$ cat src/rtl/uart_rb_pkg.sv
package uart_rb_pkg;

  localparam int ADDR_W = 3;
  localparam int DATA_W = 8;
  localparam int FC_NUM = 4;
  localparam logic [DATA_W-1:0] ENH_KEY = 8'hBF;

  typedef enum logic [4:0] {
    SEL_NONE,
    SEL_THR,
    SEL_RHR,
    SEL_DLL,
    SEL_DLM,
    SEL_IER,
    SEL_FCR,
    SEL_ISR,
    SEL_LCR,
    SEL_MCR,
    SEL_LSR,
    SEL_ICR,
    SEL_MSR,
    SEL_SPR,
    SEL_EFR,
    SEL_FC0,
    SEL_FC1,
    SEL_FC2,
    SEL_FC3
  } reg_sel_e;

  typedef struct packed {
    reg_sel_e sel;
    logic     wr;
    logic     rd;
  } access_t;

endpackage

$ cat src/rtl/uart_rb_decode.sv
module uart_rb_decode
  import uart_rb_pkg::*;
(
  input  logic              cs,
  input  logic              wr_en,
  input  logic              rd_en,
  input  logic [ADDR_W-1:0] addr,
  input  logic              enh_sel,
  input  logic              dlab,
  input  logic              idx_rd_en,
  output access_t           acc
);

  logic     wr_hit;
  logic     rd_hit;
  reg_sel_e sel_enh;
  reg_sel_e sel_std;

  // a cycle with both strobes is a write only
  assign wr_hit = cs & wr_en;
  assign rd_hit = cs & rd_en & ~wr_en;

  always_comb begin
    unique case (addr)
      3'd0:    sel_enh = SEL_DLL;
      3'd1:    sel_enh = SEL_DLM;
      3'd2:    sel_enh = SEL_EFR;
      3'd3:    sel_enh = SEL_LCR;
      3'd4:    sel_enh = SEL_FC0;
      3'd5:    sel_enh = SEL_FC1;
      3'd6:    sel_enh = SEL_FC2;
      default: sel_enh = SEL_FC3;
    endcase
  end

  always_comb begin
    unique case (addr)
      3'd0:    sel_std = dlab ? SEL_DLL : (wr_hit ? SEL_THR : SEL_RHR);
      3'd1:    sel_std = dlab ? SEL_DLM : SEL_IER;
      3'd2:    sel_std = wr_hit ? SEL_FCR : SEL_ISR;
      3'd3:    sel_std = SEL_LCR;
      3'd4:    sel_std = SEL_MCR;
      3'd5:    sel_std = (wr_hit || idx_rd_en) ? SEL_ICR : SEL_LSR;
      3'd6:    sel_std = SEL_MSR;
      default: sel_std = SEL_SPR;
    endcase
  end

  always_comb begin
    acc.wr  = wr_hit;
    acc.rd  = rd_hit;
    acc.sel = SEL_NONE;
    if (wr_hit || rd_hit) begin
      acc.sel = enh_sel ? sel_enh : sel_std;
    end
  end

endmodule

$ cat src/rtl/uart_rb_ctrl_regs.sv
module uart_rb_ctrl_regs
  import uart_rb_pkg::*;
(
  input  logic                          clk,
  input  logic                          rst_n,
  input  reg_sel_e                      sel,
  input  logic                          wr,
  input  logic [DATA_W-1:0]             wdata,
  output logic [DATA_W-1:0]             lcr_q,
  output logic                          enh_q,
  output logic [DATA_W-1:0]             dll_q,
  output logic [DATA_W-1:0]             dlm_q,
  output logic [DATA_W-1:0]             ier_q,
  output logic [DATA_W-1:0]             mcr_q,
  output logic [DATA_W-1:0]             spr_q,
  output logic [DATA_W-1:0]             efr_q,
  output logic [FC_NUM-1:0][DATA_W-1:0] fc_q
);

  logic [DATA_W-1:0]             lcr_d;
  logic                          enh_d;
  logic [DATA_W-1:0]             dll_d;
  logic [DATA_W-1:0]             dlm_d;
  logic [DATA_W-1:0]             ier_d;
  logic [DATA_W-1:0]             mcr_d;
  logic [DATA_W-1:0]             spr_d;
  logic [DATA_W-1:0]             efr_d;
  logic [FC_NUM-1:0][DATA_W-1:0] fc_d;

  always_comb begin
    lcr_d = lcr_q;
    enh_d = enh_q;
    dll_d = dll_q;
    dlm_d = dlm_q;
    ier_d = ier_q;
    mcr_d = mcr_q;
    spr_d = spr_q;
    efr_d = efr_q;
    fc_d  = fc_q;
    case (sel)
      SEL_LCR: begin
        if (wdata == ENH_KEY) begin
          lcr_d = {1'b1, lcr_q[DATA_W-2:0]};
          enh_d = 1'b1;
        end else begin
          lcr_d = wdata;
          enh_d = 1'b0;
        end
      end
      SEL_DLL: dll_d   = wdata;
      SEL_DLM: dlm_d   = wdata;
      SEL_IER: ier_d   = wdata;
      SEL_MCR: mcr_d   = wdata;
      SEL_SPR: spr_d   = wdata;
      SEL_EFR: efr_d   = wdata;
      SEL_FC0: fc_d[0] = wdata;
      SEL_FC1: fc_d[1] = wdata;
      SEL_FC2: fc_d[2] = wdata;
      SEL_FC3: fc_d[3] = wdata;
      default: ;
    endcase
  end

  always_ff @(posedge clk or negedge rst_n) begin
    if (!rst_n) begin
      lcr_q <= '0;
      enh_q <= 1'b0;
      dll_q <= '0;
      dlm_q <= '0;
      ier_q <= '0;
      mcr_q <= '0;
      spr_q <= '0;
      efr_q <= '0;
      fc_q  <= '0;
    end else if (wr) begin
      lcr_q <= lcr_d;
      enh_q <= enh_d;
      dll_q <= dll_d;
      dlm_q <= dlm_d;
      ier_q <= ier_d;
      mcr_q <= mcr_d;
      spr_q <= spr_d;
      efr_q <= efr_d;
      fc_q  <= fc_d;
    end
  end

endmodule

$ cat src/rtl/uart_rb_icr.sv
module uart_rb_icr
  import uart_rb_pkg::*;
#(
  parameter int DEPTH = 8
) (
  input  logic              clk,
  input  logic              rst_n,
  input  logic              we,
  input  logic [DATA_W-1:0] ptr,
  input  logic [DATA_W-1:0] wdata,
  output logic [DATA_W-1:0] rdata,
  output logic              idx_rd_en
);

  localparam int IDX_W = (DEPTH > 1) ? $clog2(DEPTH) : 1;

  logic [DEPTH-1:0][DATA_W-1:0] mem_q;
  logic [DEPTH-1:0]             hit_vec;
  logic [DEPTH-1:0]             we_vec;
  logic                         in_range;
  logic                         ext_en;
  logic [IDX_W-1:0]             idx;

  assign in_range  = (32'(ptr) < DEPTH);
  assign idx       = ptr[IDX_W-1:0];
  assign ext_en    = mem_q[0][7];
  assign idx_rd_en = mem_q[0][6];

  for (genvar k = 0; k < DEPTH; k++) begin : g_ent
    localparam bit IS_EXT = (k != 0);
    assign hit_vec[k] = in_range && (idx == IDX_W'(k)) && (!IS_EXT || ext_en);
    assign we_vec[k]  = we && hit_vec[k];
  end

  always_comb begin
    rdata = '0;
    for (int k = 0; k < DEPTH; k++) begin
      if (hit_vec[k]) rdata = rdata | mem_q[k];
    end
  end

  always_ff @(posedge clk or negedge rst_n) begin
    if (!rst_n) begin
      mem_q <= '0;
    end else begin
      for (int k = 0; k < DEPTH; k++) begin
        if (we_vec[k]) mem_q[k] <= wdata;
      end
    end
  end

endmodule

$ cat src/rtl/uart_regbank_decoder.sv
module uart_regbank_decoder
  import uart_rb_pkg::*;
#(
  parameter int ICR_DEPTH = 8
) (
  input  logic              clk,
  input  logic              rst_n,
  input  logic              cs,
  input  logic              wr_en,
  input  logic              rd_en,
  input  logic [2:0]        addr,
  input  logic [7:0]        wdata,
  output logic [7:0]        rdata,
  input  logic [7:0]        rx_data_in,
  input  logic [7:0]        isr_in,
  input  logic [7:0]        lsr_in,
  input  logic [7:0]        msr_in,
  output logic              tx_push,
  output logic [7:0]        tx_data,
  output logic              rx_pop,
  output logic              fifo_ctrl_we,
  output logic [7:0]        fifo_ctrl,
  output logic [7:0]        line_ctrl,
  output logic [15:0]       divisor,
  output logic [7:0]        int_en,
  output logic [7:0]        modem_ctrl,
  output logic [7:0]        enh_feat
);

  logic [1:0]                    rst_sync_q;
  logic                          rst_sync_n;
  access_t                       acc;
  logic [DATA_W-1:0]             lcr_q;
  logic                          enh_sel;
  logic [DATA_W-1:0]             dll_q;
  logic [DATA_W-1:0]             dlm_q;
  logic [DATA_W-1:0]             ier_q;
  logic [DATA_W-1:0]             mcr_q;
  logic [DATA_W-1:0]             spr_q;
  logic [DATA_W-1:0]             efr_q;
  logic [FC_NUM-1:0][DATA_W-1:0] fc_q;
  logic [DATA_W-1:0]             icr_rdata;
  logic                          idx_rd_en;
  logic                          icr_we;
  logic [DATA_W-1:0]             rd_mux;
  logic [DATA_W-1:0]             rdata_q;
  logic                          tx_push_q;
  logic [DATA_W-1:0]             tx_data_q;
  logic                          rx_pop_q;
  logic                          fcr_we_q;
  logic [DATA_W-1:0]             fcr_q;

  // reset asserts at once and is released on a clock edge
  always_ff @(posedge clk or negedge rst_n) begin
    if (!rst_n) rst_sync_q <= 2'b00;
    else        rst_sync_q <= {rst_sync_q[0], 1'b1};
  end
  assign rst_sync_n = rst_sync_q[1];

  uart_rb_decode u_decode (
    .cs        (cs),
    .wr_en     (wr_en),
    .rd_en     (rd_en),
    .addr      (addr),
    .enh_sel   (enh_sel),
    .dlab      (lcr_q[7]),
    .idx_rd_en (idx_rd_en),
    .acc       (acc)
  );

  uart_rb_ctrl_regs u_regs (
    .clk   (clk),
    .rst_n (rst_sync_n),
    .sel   (acc.sel),
    .wr    (acc.wr),
    .wdata (wdata),
    .lcr_q (lcr_q),
    .enh_q (enh_sel),
    .dll_q (dll_q),
    .dlm_q (dlm_q),
    .ier_q (ier_q),
    .mcr_q (mcr_q),
    .spr_q (spr_q),
    .efr_q (efr_q),
    .fc_q  (fc_q)
  );

  assign icr_we = acc.wr && (acc.sel == SEL_ICR);

  uart_rb_icr #(.DEPTH(ICR_DEPTH)) u_icr (
    .clk       (clk),
    .rst_n     (rst_sync_n),
    .we        (icr_we),
    .ptr       (spr_q),
    .wdata     (wdata),
    .rdata     (icr_rdata),
    .idx_rd_en (idx_rd_en)
  );

  always_comb begin
    case (acc.sel)
      SEL_RHR: rd_mux = rx_data_in;
      SEL_DLL: rd_mux = dll_q;
      SEL_DLM: rd_mux = dlm_q;
      SEL_IER: rd_mux = ier_q;
      SEL_ISR: rd_mux = isr_in;
      SEL_LCR: rd_mux = lcr_q;
      SEL_MCR: rd_mux = mcr_q;
      SEL_LSR: rd_mux = lsr_in;
      SEL_ICR: rd_mux = icr_rdata;
      SEL_MSR: rd_mux = msr_in;
      SEL_SPR: rd_mux = spr_q;
      SEL_EFR: rd_mux = efr_q;
      SEL_FC0: rd_mux = fc_q[0];
      SEL_FC1: rd_mux = fc_q[1];
      SEL_FC2: rd_mux = fc_q[2];
      SEL_FC3: rd_mux = fc_q[3];
      default: rd_mux = '0;
    endcase
  end

  always_ff @(posedge clk or negedge rst_sync_n) begin
    if (!rst_sync_n) begin
      rdata_q   <= '0;
      tx_push_q <= 1'b0;
      tx_data_q <= '0;
      rx_pop_q  <= 1'b0;
      fcr_we_q  <= 1'b0;
      fcr_q     <= '0;
    end else begin
      tx_push_q <= acc.wr && (acc.sel == SEL_THR);
      rx_pop_q  <= acc.rd && (acc.sel == SEL_RHR);
      fcr_we_q  <= acc.wr && (acc.sel == SEL_FCR);
      if (acc.rd) rdata_q <= rd_mux;
      if (acc.wr && (acc.sel == SEL_THR)) tx_data_q <= wdata;
      if (acc.wr && (acc.sel == SEL_FCR)) fcr_q <= wdata;
    end
  end

  assign rdata        = rdata_q;
  assign tx_push      = tx_push_q;
  assign tx_data      = tx_data_q;
  assign rx_pop       = rx_pop_q;
  assign fifo_ctrl_we = fcr_we_q;
  assign fifo_ctrl    = fcr_q;
  assign line_ctrl    = lcr_q;
  assign divisor      = {dlm_q, dll_q};
  assign int_en       = ier_q;
  assign modem_ctrl   = mcr_q;
  assign enh_feat     = efr_q;

endmodule

$ cat config.mk
export PLATFORM = sky130hd
export DESIGN_NAME = uart_regbank_decoder
export DESIGN_NICKNAME = d
export VERILOG_FILES = /design/src/rtl/uart_rb_pkg.sv /design/src/rtl/uart_rb_decode.sv /design/src/rtl/uart_rb_ctrl_regs.sv /design/src/rtl/uart_rb_icr.sv /design/src/rtl/uart_regbank_decoder.sv
export SDC_FILE = /design/constraint.sdc
export NUM_CORES = 1
export LEC_CHECK = 0
export BUFFER_PORTS_ARGS = -buffer_cell sky130_fd_sc_hd__buf_2
export CORE_MARGIN = 2
export CORE_UTILIZATION = 41
export CTS_BUF_LIST = sky130_fd_sc_hd__clkbuf_16
export DETAILED_ROUTE_END_ITERATION = 8
export GPL_ROUTABILITY_DRIVEN = 0
export SLEW_MARGIN = 15
export SYNTH_ARGS = -nofsm -noshare
export SYNTH_HDL_FRONTEND = slang
export SYNTH_HIERARCHICAL = 1
export SYNTH_SLANG_ARGS = --single-unit
$ cat constraint.sdc
create_clock -name clk -period 16.5 [get_ports clk]
set_input_delay 2.475 -clock clk [delete_from_list [all_inputs] [get_ports clk]]
set_output_delay 2.475 -clock clk [all_outputs]
set_load 0.05 [all_outputs]
==> impl_results.md, run 1 <==
- CTS tree: yes
- CTS Hold Bufs: 0
- Synth area leader: dfrtp_1
- Total power: 1.154 mW
- I/O pin count: 123
- TritonCTS Buffers: 17
- Design area: 10,340 sq um
- Crit path max-delay cell type: or4_1
- Input/output buffers: 122
- Pre-CTS setup slack: 10,640 ps
- GRT Overall Usage: 21.87%
- Clk root buf: clkbuf_16
- Vias in the first global route: 6,700
- Max Buffers Root-to-Sink: 2
- Max frequency: 182.2 MHz
- Crit path time final: 5489 ps
- Fin Clk Skew: 11.74 ps
- Post-synth ARST share: 100.0%
- Worst-Margin Slew: 1207 ps
- H-tree lvl count: 4
- Die height: 151.9 um
- Starting Density: 41.49%
- Vias per Instance: 5.853
- Status: finished, final reports clean
- Sink Count: 182
- HP Class: reg2reg
- Delay of the slowest critical-path stage: 730 ps
- Post-Route WL: 25.07 mm
- Worst-path cell chain: buf_2 -> and2_1 -> o311ai_1 -> a311oi_4 -> buf_4 -> and3b_1 -> and3_2 -> nand3_1 -> or4_1 -> mux2_4
- Max-cap viol count: 0
- Seq. cell area: 4558 sq um
- ANT cells: 0
- Die W: 151.9 um
- First-pass GRT wire length: 39.25 mm
- Worst setup SP type: primary input
- Clock Latency Late Sink: 430 ps
- Worst Slack Setup Final: 11,010 ps
- Final period util: 33.27%
- Final Slew Violations: 0
- Top FF cell, synth: dfrtp_1
- Critical path type: in2reg
- Total grt overflow: 0
- Synthesis Warnings: 6
- Clock slew at reported path FFs: 70 ps
- DRT Pass-1 Iters: 5
- Final Net Count: 845
- Power Density: 111.6 nW/um^2
- Setup TNS: 0 ps
- Multi-input gate area: 4151 sq um
- Max_slew headroom: 19.24%
- Filler Cell Count: 1,935
- Yosys cell types: 58
- CTS resizes: 0
- Setup Fix Bufs, Post-CTS: 0
- Die area: 23,080 sq um
- Number of synthesized flops with an enable pin: 0
- Synth top cells by count: 183 x mux2_2, 182 x dfrtp_1, 30 x a22oi_1
- Initial antenna violation count: 0
- Area fraction of the dominant cell type after synthesis: 50.77%
- Worst vdd ir: 0.07941 mV
- Proportion of layout cells with a drive suffix above 1: 47.28%
- Floorplan Core Area: 21,620 sq um
- Post-Syn Nets: 740
- Leak Pwr: 5.019 nW
- Unrepaired setup endpoints after global routing: no
- CP Capture Type: flop
- Syn Area/Cell: 12.96 sq um
- Data required, critical path: 16,810 ps
- Dpl cells: 1,058
- Routed Antenna Nets: 0
- Final core utilization: 47.83%
- Area Growth Syn to Fin: 15.29%
- Iteration-0 DRC Markers: 691
- Post-DP HPWL: 17.57 mm
- Final setup fails: 0
- Largest net degree at the start of global routing: 65
- Synth Instances: 692
- Synth Register Bits: 182
- Fin cells: 1,090
- Most common cell in the netlist: mux2_2
- Final Hold Fails: 0
- Hold_ws: 364.2 ps
- Routed vias: 6,380
- Sequential fraction of the synthesis area: 50.77%
- Num rows: 54
- DRC: 0
- Post-DR wirelength/cell: 23.00 um
- Netlist Area Pre-Place: 8970 sq um
- Post-DP Area: 9776 sq um
- Largest cells by area after synthesis: dfrtp_1 51%, mux2_2 23%, mux2_4 2.7%, a22oi_1 2.5%, a221o_1 1.7%
- Critical path arrival: 5790 ps
- Worst-path fanout max: 24
==> metal layers <==
metal / vias to the layer above / part of all wire [%] / GRT usage [%]
met5: - / 0 / 0
met4: 0 / 2.8 / 8.589
met3: 44 / 5.1 / 4.820
met2: 205 / 47 / 34.32
met1: 3317 / 45 / 29.74
li1: 2814 / - / -
==> final timing paths <==
path                                  from               to  slack, ps  depth (start not counted)
setup / recovery                        cs  u_icr/mem_q[36]      11010                         10
hold / removal               rst_sync_q[0]    rst_sync_q[1]        360                          0
setup reg to reg           u_regs/lcr_q[7]  u_icr/mem_q[36]      12900                          9
hold reg to reg              rst_sync_q[0]    rst_sync_q[1]        360                          0
max in group asynchronous            rst_n    rst_sync_q[1]      14570                          1
min in group asynchronous    rst_sync_q[1]  u_regs/fc_q[12]        400                          0
==> area by class of cell <==
class,count,area share (%)
inverter,6,0.2178
clock buffer,17,4.114
tap,280,3.388
timing repair buffer,133,6.703
multi-input combinational,457,40.15
clock inverter,15,1.355
sequential,182,44.08
==> power by group <==
part | leakage (nW) | internal, mW | switching [mW]
registers | 2.48 | 0.480 | 0.0332
clock network | 0.280 | 0.221 | 0.173
logic | 2.26 | 0.0667 | 0.181
total | 5.02 | 0.767 | 0.387
==> state kept, by name, summed over array words and instances (netlist names), 2 cells and up <==
name          flops
u_regs/dlm_q      8
u_regs/lcr_q      8
u_regs/efr_q      8
tx_data           8
u_regs/spr_q      8
u_regs/fc_q      32
u_icr/mem_q      62
u_regs/ier_q      8
rdata             8
u_regs/dll_q      8
u_regs/mcr_q      8
rst_sync_q        2
fifo_ctrl         8
==> cells by family (layout without fill, tap and decap cells) <==
family                 after synthesis  in the layout  share of synthesized area (%)
AOI/OAI and AO/OA                  108            108                          9.248
buffers and inverters               53            171                          3.264
DFF                                182            182                          50.77
muxes                              208            208                          26.66
other                                1              1                        0.04181
and+or+nand+nor                    140            140                          10.02
==> placed cells by master (no fill, tap or decap), drive strengths merged, types with 3 or more instances in the layout <==
cell,instances
clkinvlp,3
a32oi,9
inv,12
nand2,28
and2,10
mux2i,9
nand4,10
o32a,8
clkinv,4
mux2,199
o21ai,9
nor2b,17
buf,133
clkbuf,17
nor3,8
nor3b,7
a21oi,20
nor4,6
a221o,15
and3,5
a22oi,30
nor2,9
dfrtp,182
nand2b,5
nand3,22
==> worst max-delay path, delay by kind of cell <==
kind	cells	cell delay, ps
AND/OR/NAND/NOR	5	1970
AO/OA/AOI/OAI	2	500
buffers and inverters	2	450
multiplexers	1	380
No activity file was read; power rests on OpenSTA's default activity.
==> run 2, diff against run 1 <==
==> constraint.sdc (replaced) <==
create_clock -name clk -period 4.9 [get_ports clk]
set_input_delay 0.735 -clock clk [delete_from_list [all_inputs] [get_ports clk]]
set_output_delay 0.735 -clock clk [all_outputs]
set_load 0.05 [all_outputs]
==> run 2 against run 1 <==
Critical path depth down 1. Total power rose to 3.5 times the previous value. Flip-flop and latch count stayed put. Non-clock buffer count did not move. First-iteration DRC count shrank 10%. Sequential share of layout area fell by 0.28 points. Utilization grew 0.31 points. Hold slack worse by 290 ps. Clock skew increased by 1.2 ps. Count of clock-buffer cells in the layout unchanged. Combinational power grew to 3.4 times the previous value.
==> impl_results.md, run 2 (same netlist as run 1, synthesis figures left out) <==
- ANT cells: 0
- TritonCTS Buffers: 17
- Reg2reg path depth: 7
- Design area: 10,410 sq um
- I/O pin count: 123
- Crit path time final: 3627 ps
- Commonest non-fill, non-tap cells in the layout: 183 x mux2_2, 181 x dfrtp_1, 122 x buf_2, 30 x a22oi_1, 28 x nand2_1
- Final Hold Fails: 0
- Final period util: 74.03%
- Post-Route WL: 25.37 mm
- Leak Pwr: 5.043 nW
- Max_slew headroom: 23.50%
- HP Class: in2async
- CP Capture Type: flop
- Max reg flops: 62
- Worst reg2reg setup slack: 1520 ps
- Internal Dissipation: 2.658 mW
- Sw Ratio: 33.76%
- CTS resizes: 0
- Initial antenna violation count: 0
- Routed Antenna Nets: 0
- Setup Fix Bufs, Post-CTS: 0
- Crit Reg-Reg Endpoint: rdata[6]
- Final setup fails: 0
- Psw: 1.354 mW
- Final core utilization: 48.14%
- Die height: 151.9 um
- Critical Path Source: wr_en
- CTS Hold Bufs: 0
- Post-DR wirelength/cell: 23.27 um
- Num rows: 54
- Die W: 151.9 um
- GRT Overall Usage: 21.95%
- Status: finished, final reports clean
- Starting Density: 41.49%
- Fin cells: 1,090
- Total power: 4.012 mW
- Routed vias: 6,399
- Max Buffers Root-to-Sink: 2
- Power Density: 385.5 nW/um^2
- CTS tree: yes
- Worst setup SP type: primary input
- Fin Clk Skew: 12.94 ps
- Clk root buf: clkbuf_16
- Comb pwr share: 20.9%
- Top flop regs: u_icr/mem_q x62, u_regs/fc_q x32
- Area Growth Syn to Fin: 16.03%
- Sequential share of power: 43.0%
- Data required, critical path: 5220 ps
- Die area: 23,080 sq um
- Vias in the first global route: 6,552
- Unrepaired setup endpoints after global routing: no
- Total grt overflow: 0
- Critical path arrival: 3940 ps
- Iteration-0 DRC Markers: 622
- Reg-to-reg startpoint: u_regs/spr_q[0]
- Largest net degree at the start of global routing: 179
- First-pass GRT wire length: 39.25 mm
- Clk pwr share: 36.2%
- Vias per Instance: 5.871
- Worst-Margin Slew: 1143 ps
- Sink Count: 182
- Largest Register: u_icr/mem_q
- DRC: 0
- Dpl cells: 1,058
- Final Net Count: 845
- Post-DP HPWL: 17.35 mm
- Clock Latency Late Sink: 440 ps
- Worst-path fanout max: 16
- Most common cell after layout, fill and taps aside: mux2_2
- Worst vdd ir: 0.3361 mV
- Floorplan Core Area: 21,620 sq um
- Max frequency: 275.7 MHz
- Setup crit end: u_icr/mem_q[36]
- Max-cap viol count: 0
- Proportion of layout cells with a drive suffix above 1: 48.02%
- DRT Pass-1 Iters: 5
- H-tree lvl count: 4
- Input/output buffers: 122
- Final Slew Violations: 0
- Post-DP Area: 9788 sq um
- Critical path type: in2reg
- Setup TNS: 0 ps
- Clock slew at reported path FFs: 70 ps
-- run 2: cell type report --
cell class | instances | area, sq um
clock buffers | 17 | 425.4
clock inverters | 15 | 193.9
fillers | 1931 | 11210
inverters | 6 | 22.52
multi-input cells | 457 | 4151
flip-flops and latches | 182 | 4558
well taps | 280 | 350.3
repair buffers | 133 | 705.7
-- run 2: layer usage --
metal  routed length, um  vias up  track usage, %
li1                    -     2810               -
met1               11340     3322           30.98
met2               12270      240           35.37
met3                1460       27           4.107
met4                 298        0           5.029
met5                   0        -               0
-- run 2: metrics by stage --
step	setup slack, ps	hold WS (ps)
after floorplan	1137	331.1
after global routing	1142	52.75
after global placement	950.8	94.87
after detailed placement	871.7	100.8
after CTS	1321	57.36
final	1273	73.87
-- run 2: power groups by stage --
stage                     Combinational (mW)  Clock, mW  Sequential (mW)
after floorplan                        0.238          0             2.10
after global placement                 0.828          0             1.74
after detailed placement               0.838          0             1.75
after CTS                              0.840       1.47             1.72
after global routing                   0.878       1.54             1.74
final                                  0.838       1.45             1.72
-- run 2: critical path, stage by stage --
cell     delay [ps]
buf_2           120
o21ai_0         680
nor3_1          140
buf_4           230
and3b_1         440
and3_2          280
nand3_1         220
or4_1           720
mux2_4          380
-- run 2: worst min-delay path by stage --
stage                  start             to  depth (start not counted)
4_1_cts                rst_n  rst_sync_q[1]                          1
3_5_place_dp   rst_sync_q[1]     tx_data[3]                          0
3_3_place_gp   rst_sync_q[1]     tx_data[3]                          0
2_1_floorplan  rst_sync_q[0]  rst_sync_q[1]                          0
5_1_grt                rst_n  rst_sync_q[1]                          1
6_report               rst_n  rst_sync_q[1]                          1
